### src/rtl/cartMapPkg.sv
package cartMapPkg;
  localparam int SEG_W  = 2;
  localparam int BANK_W = 6;
  localparam int NSEG   = 1 << SEG_W;

  // Mapping command decoded from a hotspot write
  typedef struct packed {
    logic              romLoad;
    logic              ramLoad;
    logic [SEG_W-1:0]  seg;
    logic [BANK_W-1:0] bank;
  } mapCmd_t;

  // Qualified window access
  typedef struct packed {
    logic inWin;
    logic upper;
    logic rd;
    logic wr;
  } busAcc_t;
endpackage

### src/rtl/mapCtrl.sv
module mapCtrl
  import cartMapPkg::*;
#(
  parameter int          ADDR_W  = 13,
  parameter int          DATA_W  = 8,
  parameter int          RAM_PW  = 9,
  parameter logic [12:0] HOT_ROM = 13'h003F,
  parameter logic [12:0] HOT_RAM = 13'h003E
) (
  input  logic              clk,
  input  logic              rstN,
  input  logic [ADDR_W-1:0] busAddr,
  input  logic              busWr,
  input  logic              busRd,
  input  logic [DATA_W-1:0] busData,
  output mapCmd_t           cmd,
  output busAcc_t           acc
);
  localparam int WIN_BIT = ADDR_W - 1;

  always_comb begin
    cmd.romLoad = busWr && (busAddr == ADDR_W'(HOT_ROM));
    cmd.ramLoad = busWr && (busAddr == ADDR_W'(HOT_RAM));
    cmd.seg     = busData[DATA_W-1 -: SEG_W];
    cmd.bank    = busData[BANK_W-1:0];
    acc.inWin   = busAddr[WIN_BIT];
    acc.upper   = busAddr[RAM_PW];
    acc.rd      = busRd;
    acc.wr      = busWr;
  end

  // A hotspot load never coincides with a window access
  AST_LOAD_OUTSIDE_WIN: assert property (@(posedge clk) disable iff (!rstN)
    (cmd.romLoad || cmd.ramLoad) |-> !acc.inWin);
endmodule

### src/rtl/mapDatapath.sv
module mapDatapath
  import cartMapPkg::*;
#(
  parameter int ADDR_W    = 13,
  parameter int ROM_PW    = 10,
  parameter int RAM_PW    = 9,
  parameter int ROM_BANKS = 64,
  localparam int ROM_AW   = BANK_W + ROM_PW,
  localparam int RAM_AW   = BANK_W + RAM_PW
) (
  input  logic              clk,
  input  logic              rstN,
  input  logic [ADDR_W-1:0] busAddr,
  input  mapCmd_t           cmd,
  input  busAcc_t           acc,
  output logic [ROM_AW-1:0] romAddr,
  output logic [RAM_AW-1:0] ramAddr,
  output logic              ramWe,
  output logic              ramRd,
  output logic              dataOe
);
  logic [NSEG-1:0][BANK_W-1:0] segBank;
  logic [NSEG-1:0]             segRam;
  logic [BANK_W-1:0]           romBankRed;
  logic [SEG_W-1:0]            curSeg;
  logic [BANK_W-1:0]           curBank;
  logic                        curRam;

  assign romBankRed = BANK_W'(32'(cmd.bank) % ROM_BANKS);

  for (genvar g = 0; g < NSEG; g++) begin : gSeg
    always_ff @(posedge clk or negedge rstN) begin
      if (!rstN) begin
        segBank[g] <= '0;
        segRam[g]  <= 1'b0;
      end else if (cmd.seg == SEG_W'(g)) begin
        if (cmd.romLoad) begin
          segBank[g] <= romBankRed;
          segRam[g]  <= 1'b0;
        end else if (cmd.ramLoad) begin
          segBank[g] <= cmd.bank;
          segRam[g]  <= 1'b1;
        end
      end
    end
  end

  always_comb begin
    curSeg  = busAddr[ROM_PW +: SEG_W];
    curBank = segBank[curSeg];
    curRam  = segRam[curSeg];
    romAddr = {curBank, busAddr[ROM_PW-1:0]};
    ramAddr = {curBank, busAddr[RAM_PW-1:0]};
    ramWe   = acc.wr && acc.inWin && curRam && acc.upper;
    ramRd   = acc.rd && acc.inWin && curRam && !acc.upper;
    dataOe  = acc.rd && acc.inWin && (!curRam || !acc.upper);
  end

  AST_NO_DRIVE_LOW: assert property (@(posedge clk) disable iff (!rstN)
    !busAddr[ADDR_W-1] |-> !(dataOe || ramRd || ramWe));
  AST_WE_UPPER_ONLY: assert property (@(posedge clk) disable iff (!rstN)
    ramWe |-> (busAddr[RAM_PW] && !dataOe));
  AST_ROM_BANK_RANGE: assert property (@(posedge clk) disable iff (!rstN)
    (dataOe && !ramRd) |-> (32'(romAddr[ROM_AW-1 -: BANK_W]) < ROM_BANKS));
  AST_MAP_HOLD: assert property (@(posedge clk) disable iff (!rstN)
    !(cmd.romLoad || cmd.ramLoad) |=> ($stable(segBank) && $stable(segRam)));
  AST_RAMRD_IMPLIES_OE: assert property (@(posedge clk) disable iff (!rstN)
    ramRd |-> dataOe);
endmodule

### src/rtl/cartSegMapper.sv
module cartSegMapper
  import cartMapPkg::*;
#(
  parameter int ADDR_W    = 13,
  parameter int DATA_W    = 8,
  parameter int ROM_PW    = 10,
  parameter int RAM_PW    = 9,
  parameter int ROM_BANKS = 64,
  localparam int ROM_AW   = BANK_W + ROM_PW,
  localparam int RAM_AW   = BANK_W + RAM_PW
) (
  input  logic              clk,
  input  logic              rstN,
  input  logic [ADDR_W-1:0] busAddr,
  input  logic              busWr,
  input  logic              busRd,
  input  logic [DATA_W-1:0] busData,
  output logic [ROM_AW-1:0] romAddr,
  output logic [RAM_AW-1:0] ramAddr,
  output logic              ramWe,
  output logic              ramRd,
  output logic              dataOe
);
  mapCmd_t cmd;
  busAcc_t acc;

  mapCtrl #(.ADDR_W(ADDR_W), .DATA_W(DATA_W), .RAM_PW(RAM_PW)) uCtrl (
    .clk(clk), .rstN(rstN), .busAddr(busAddr), .busWr(busWr),
    .busRd(busRd), .busData(busData), .cmd(cmd), .acc(acc)
  );

  mapDatapath #(.ADDR_W(ADDR_W), .ROM_PW(ROM_PW), .RAM_PW(RAM_PW),
                .ROM_BANKS(ROM_BANKS)) uDp (
    .clk(clk), .rstN(rstN), .busAddr(busAddr), .cmd(cmd), .acc(acc),
    .romAddr(romAddr), .ramAddr(ramAddr), .ramWe(ramWe),
    .ramRd(ramRd), .dataOe(dataOe)
  );
endmodule

### config.mk
export PLATFORM = sky130hd
export DESIGN_NAME = cartSegMapper
export DESIGN_NICKNAME = d
export VERILOG_FILES = /design/src/rtl/cartMapPkg.sv /design/src/rtl/mapCtrl.sv /design/src/rtl/mapDatapath.sv /design/src/rtl/cartSegMapper.sv
export SDC_FILE = /design/constraint.sdc
export NUM_CORES = 1
export LEC_CHECK = 0
export BUFFER_PORTS_ARGS = -buffer_cell sky130_fd_sc_hd__buf_2
export CAP_MARGIN = 10
export CORE_MARGIN = 10
export CORE_UTILIZATION = 53
export CTS_CLUSTER_SIZE = 20
export DETAILED_ROUTE_END_ITERATION = 16
export PLACE_DENSITY = 0.83
export RECOVER_POWER = 25
export SYNTH_ARGS = -nofsm -noshare
export SYNTH_HDL_FRONTEND = slang
export SYNTH_HIERARCHICAL = 1
export SYNTH_SLANG_ARGS = --single-unit
export TNS_END_PERCENT = 20
### constraint.sdc
create_clock -name clk -period 1.95 [get_ports clk]
set_input_delay 0 -clock clk [delete_from_list [all_inputs] [get_ports clk]]
set_output_delay 0 -clock clk [all_outputs]
set_load 0.02 [all_outputs]
==> results_dict.tcl <==
set metrics [dict create \
    htree_levels 1 \
    ys_seq_elements 28 \
    synth-edff-count 0 \
    rows 20 \
    antenna_found_initial 0 \
    cts_tree "built" \
    yosys_most_used_dff "dfrtp_1" \
    rrSetupSlack_ns 1.16 \
    grt_pass1_vias 1192 \
    avgSynthCellArea_um2 13.0 \
    synthCells 125 \
    finalNonFillerCells 202 \
    dr.pass1.iters 4 \
    holdCritPathClass "in2reg" \
    finalMaxSlewViolations 0 \
    setup_viol 0 \
    hold_slack_ns 0.142 \
    die_h_um 75.3 \
    power_frac_comb_pct 14.4 \
    track_usage_pct 14.1 \
    hold_viol 0 \
    fin_crit_ns 1.67 \
    max-vdd-ir-drop_uv 248 \
    synth_top_area_share_pct 43.2 \
    startpoint_type "flip-flop" \
    gp_congestion 0.790 \
    synth_fp_nets 150 \
    syn_area_mm2 0.00162 \
    core_mm2 0.00298 \
    root_buffer "clkbuf_4" \
    rr_worst_depth 1 \
    finalNetCount 195 \
    dp_hpwl_um 2970 \
    path_depth 4 \
    worstSetupPathType "reg2out" \
    drc 0 \
    intPower_uw 751 \
    post_cts_buffers 0 \
    path_buf_inv 1 \
    placedCellCount 190 \
    rsz0062_at_grt "no" \
    switching_power_uw 255 \
    fmax_mhz 600 \
    drive_gt1_share_pct 55.0 \
    worst_slew_margin_rel_pct 2.68 \
    finalWorstSetupSlack_ns 0.285 \
    synth.most_common_cell "buf_4" \
    start_util_pct 54.5 \
    drt_iter0_markers 75 \
    cpMaxStageDelayCell "mux4_2" \
    synth_top_cell_by_area "dfrtp_1" \
    end_kind "output port" \
    dieArea_mm2 0.00567 \
    portBuffers 58 \
    worstPathMaxFanout 2 \
    worst_slew_pin_slew_ns 1.46 \
    p_leak_uw 0.00100 \
    worstPathRequired_ns 1.95 \
    total_power_uw 1010 \
    clockBufferDepth 2 \
    status "finished, final reports clean" \
    yosys-top-cells-area "dfrtp_1 43%, buf_4 17%, mux2_2 13%" \
    cts.clk_slew.worst_paths_ns 0.14 \
    grt_pass1_wl_um 5970 \
    yosysUniqueCellTypes 26 \
    min_path_cells 4 \
    switching_share_pct 25.4 \
    power_density_mw_per_mm2 534 \
    fin_util_pct 63.3 \
    overflow 0 \
    period_share_pct 85.4 \
    async_flop_share_pct 100 \
    critPathTopFamily "multiplexers" \
    synthToLayoutAreaGrowth_pct 16.2 \
    antenna_cells 0 \
    ys_top_cells_by_count "37 x buf_4, 28 x dfrtp_1, 18 x mux2_2" \
    ant_nets 0 \
    cts.sinks 28 \
    wl_per_cell_um 18.6 \
    yosys_warnings 6 \
    clockPowerShare_pct 27.7 \
    die_x_um 75.3 \
    dpl_worst_slack_ns -0.0697 \
    ys_seq_area_share_pct 43.2 \
    vias 1065 \
    routed_wl_um 3760 \
    clk-insertion-delay-late_ns 0.33 \
    sequentialPowerShare_pct 57.8 \
    path_cells "mux4_2 -> nand2_1 -> and3_1 -> buf_2" \
    cts_buffers 3 \
    pin_count 59 \
    routed_via_density 5.27 \
    maxCapViolCount 0 \
    slowest_delay_ns 0.49 \
    arrival_ns 1.67 \
    skew_ns 0 \
    grt_max_degree 29 \
]
power by group through the flow:
stage / Sequential (uW) / Combinational, uW / Clock (uW)
CTS: 582 / 152 / 285
global placement: 593 / 134 / 0
detailed placement: 593 / 140 / 0
finish: 582 / 145 / 279
global route: 582 / 156 / 311
floorplan: 593 / 107 / 0
metrics by stage:
step | TNS [ns] | instance area (um^2)
4_1_cts | 0 | 1910
3_3_place_gp | -0.186 | 1790
5_1_grt | 0 | 1880
2_1_floorplan | 0 | 1650
6_report | 0 | 1880
3_5_place_dp | -0.640 | 1790
sequential cells by signal, summed over array words and instances, names as in the netlist:
register	flops
uDp/segRam	4
uDp/segBank	24
logic make-up (layout without fill, tap and decap cells):
group | after synthesis | in the layout | synth area share, %
AND/OR/NAND/NOR | 17 | 17 | 6.79
multiplexers | 33 | 33 | 29.0
buffers and inverters | 42 | 86 | 18.8
flip-flops | 28 | 28 | 43.2
AO/OA/AOI/OAI | 5 | 5 | 2.16
cell usage in the layout, fill, tap and decap left out:
| cell type | instances |
|---|---|
| buf_2 | 38 |
| dfrtp_1 | 28 |
| clkbuf_1 | 20 |
| mux2_2 | 18 |
| buf_4 | 14 |
| dlygate4sd3_1 | 8 |
| mux4_2 | 7 |
| mux2_4 | 6 |
| clkbuf_4 | 3 |
| nand2_1 | 3 |
| o21ai_0 | 3 |
| nor4_4 | 2 |
| nor2_2 | 2 |
| inv_1 | 2 |
| mux2i_1 | 2 |
| clkbuf_8 | 1 |
| or4b_1 | 1 |
| nand4b_1 | 1 |
| or3_1 | 1 |
| nand3_1 | 1 |
| nand3b_1 | 1 |
| nor2_1 | 1 |
| and4b_1 | 1 |
| and3_1 | 1 |
| nor3_2 | 1 |
| or3b_1 | 1 |
| o31ai_1 | 1 |
| o211ai_2 | 1 |
final cells by class:
class | instances | area [um^2]
Fill cell | 242 | 1090
Sequential cell | 28 | 701
Multi-Input combinational cell | 55 | 648
Timing Repair Buffer | 80 | 450
Tap cell | 33 | 41.3
Clock buffer | 4 | 36.3
Inverter | 2 | 7.51
routing by layer:
metal	up-vias	GRT usage, %	routed length [um]
li1	493	-	-
met1	543	13.8	1460
met3	8	3.91	148
met4	0	5.57	65
met5	-	0	0
met2	21	27.1	2090
final timing paths:
kind,startpoint,endpoint
worst max-delay path,uDp/segRam[3]$_DFFE_PN0P_,dataOe
worst min-delay path,busData[7],uDp/segRam[2]$_DFFE_PN0P_
worst max register to register,uDp/segBank[6]$_DFFE_PN0P_,uDp/segBank[6]$_DFFE_PN0P_
worst min register to register,uDp/segBank[16]$_DFFE_PN0P_,uDp/segBank[16]$_DFFE_PN0P_
max in group asynchronous,rstN,uDp/segBank[13]$_DFFE_PN0P_
min in group asynchronous,rstN,uDp/segBank[4]$_DFFE_PN0P_
repair_timing:
item,4_1_cts,5_1_grt
hold buffers,8,0
endpoints found under the hold margin,53,0
gates resized for setup,0,0
Power figures use the tool's default switching activity.
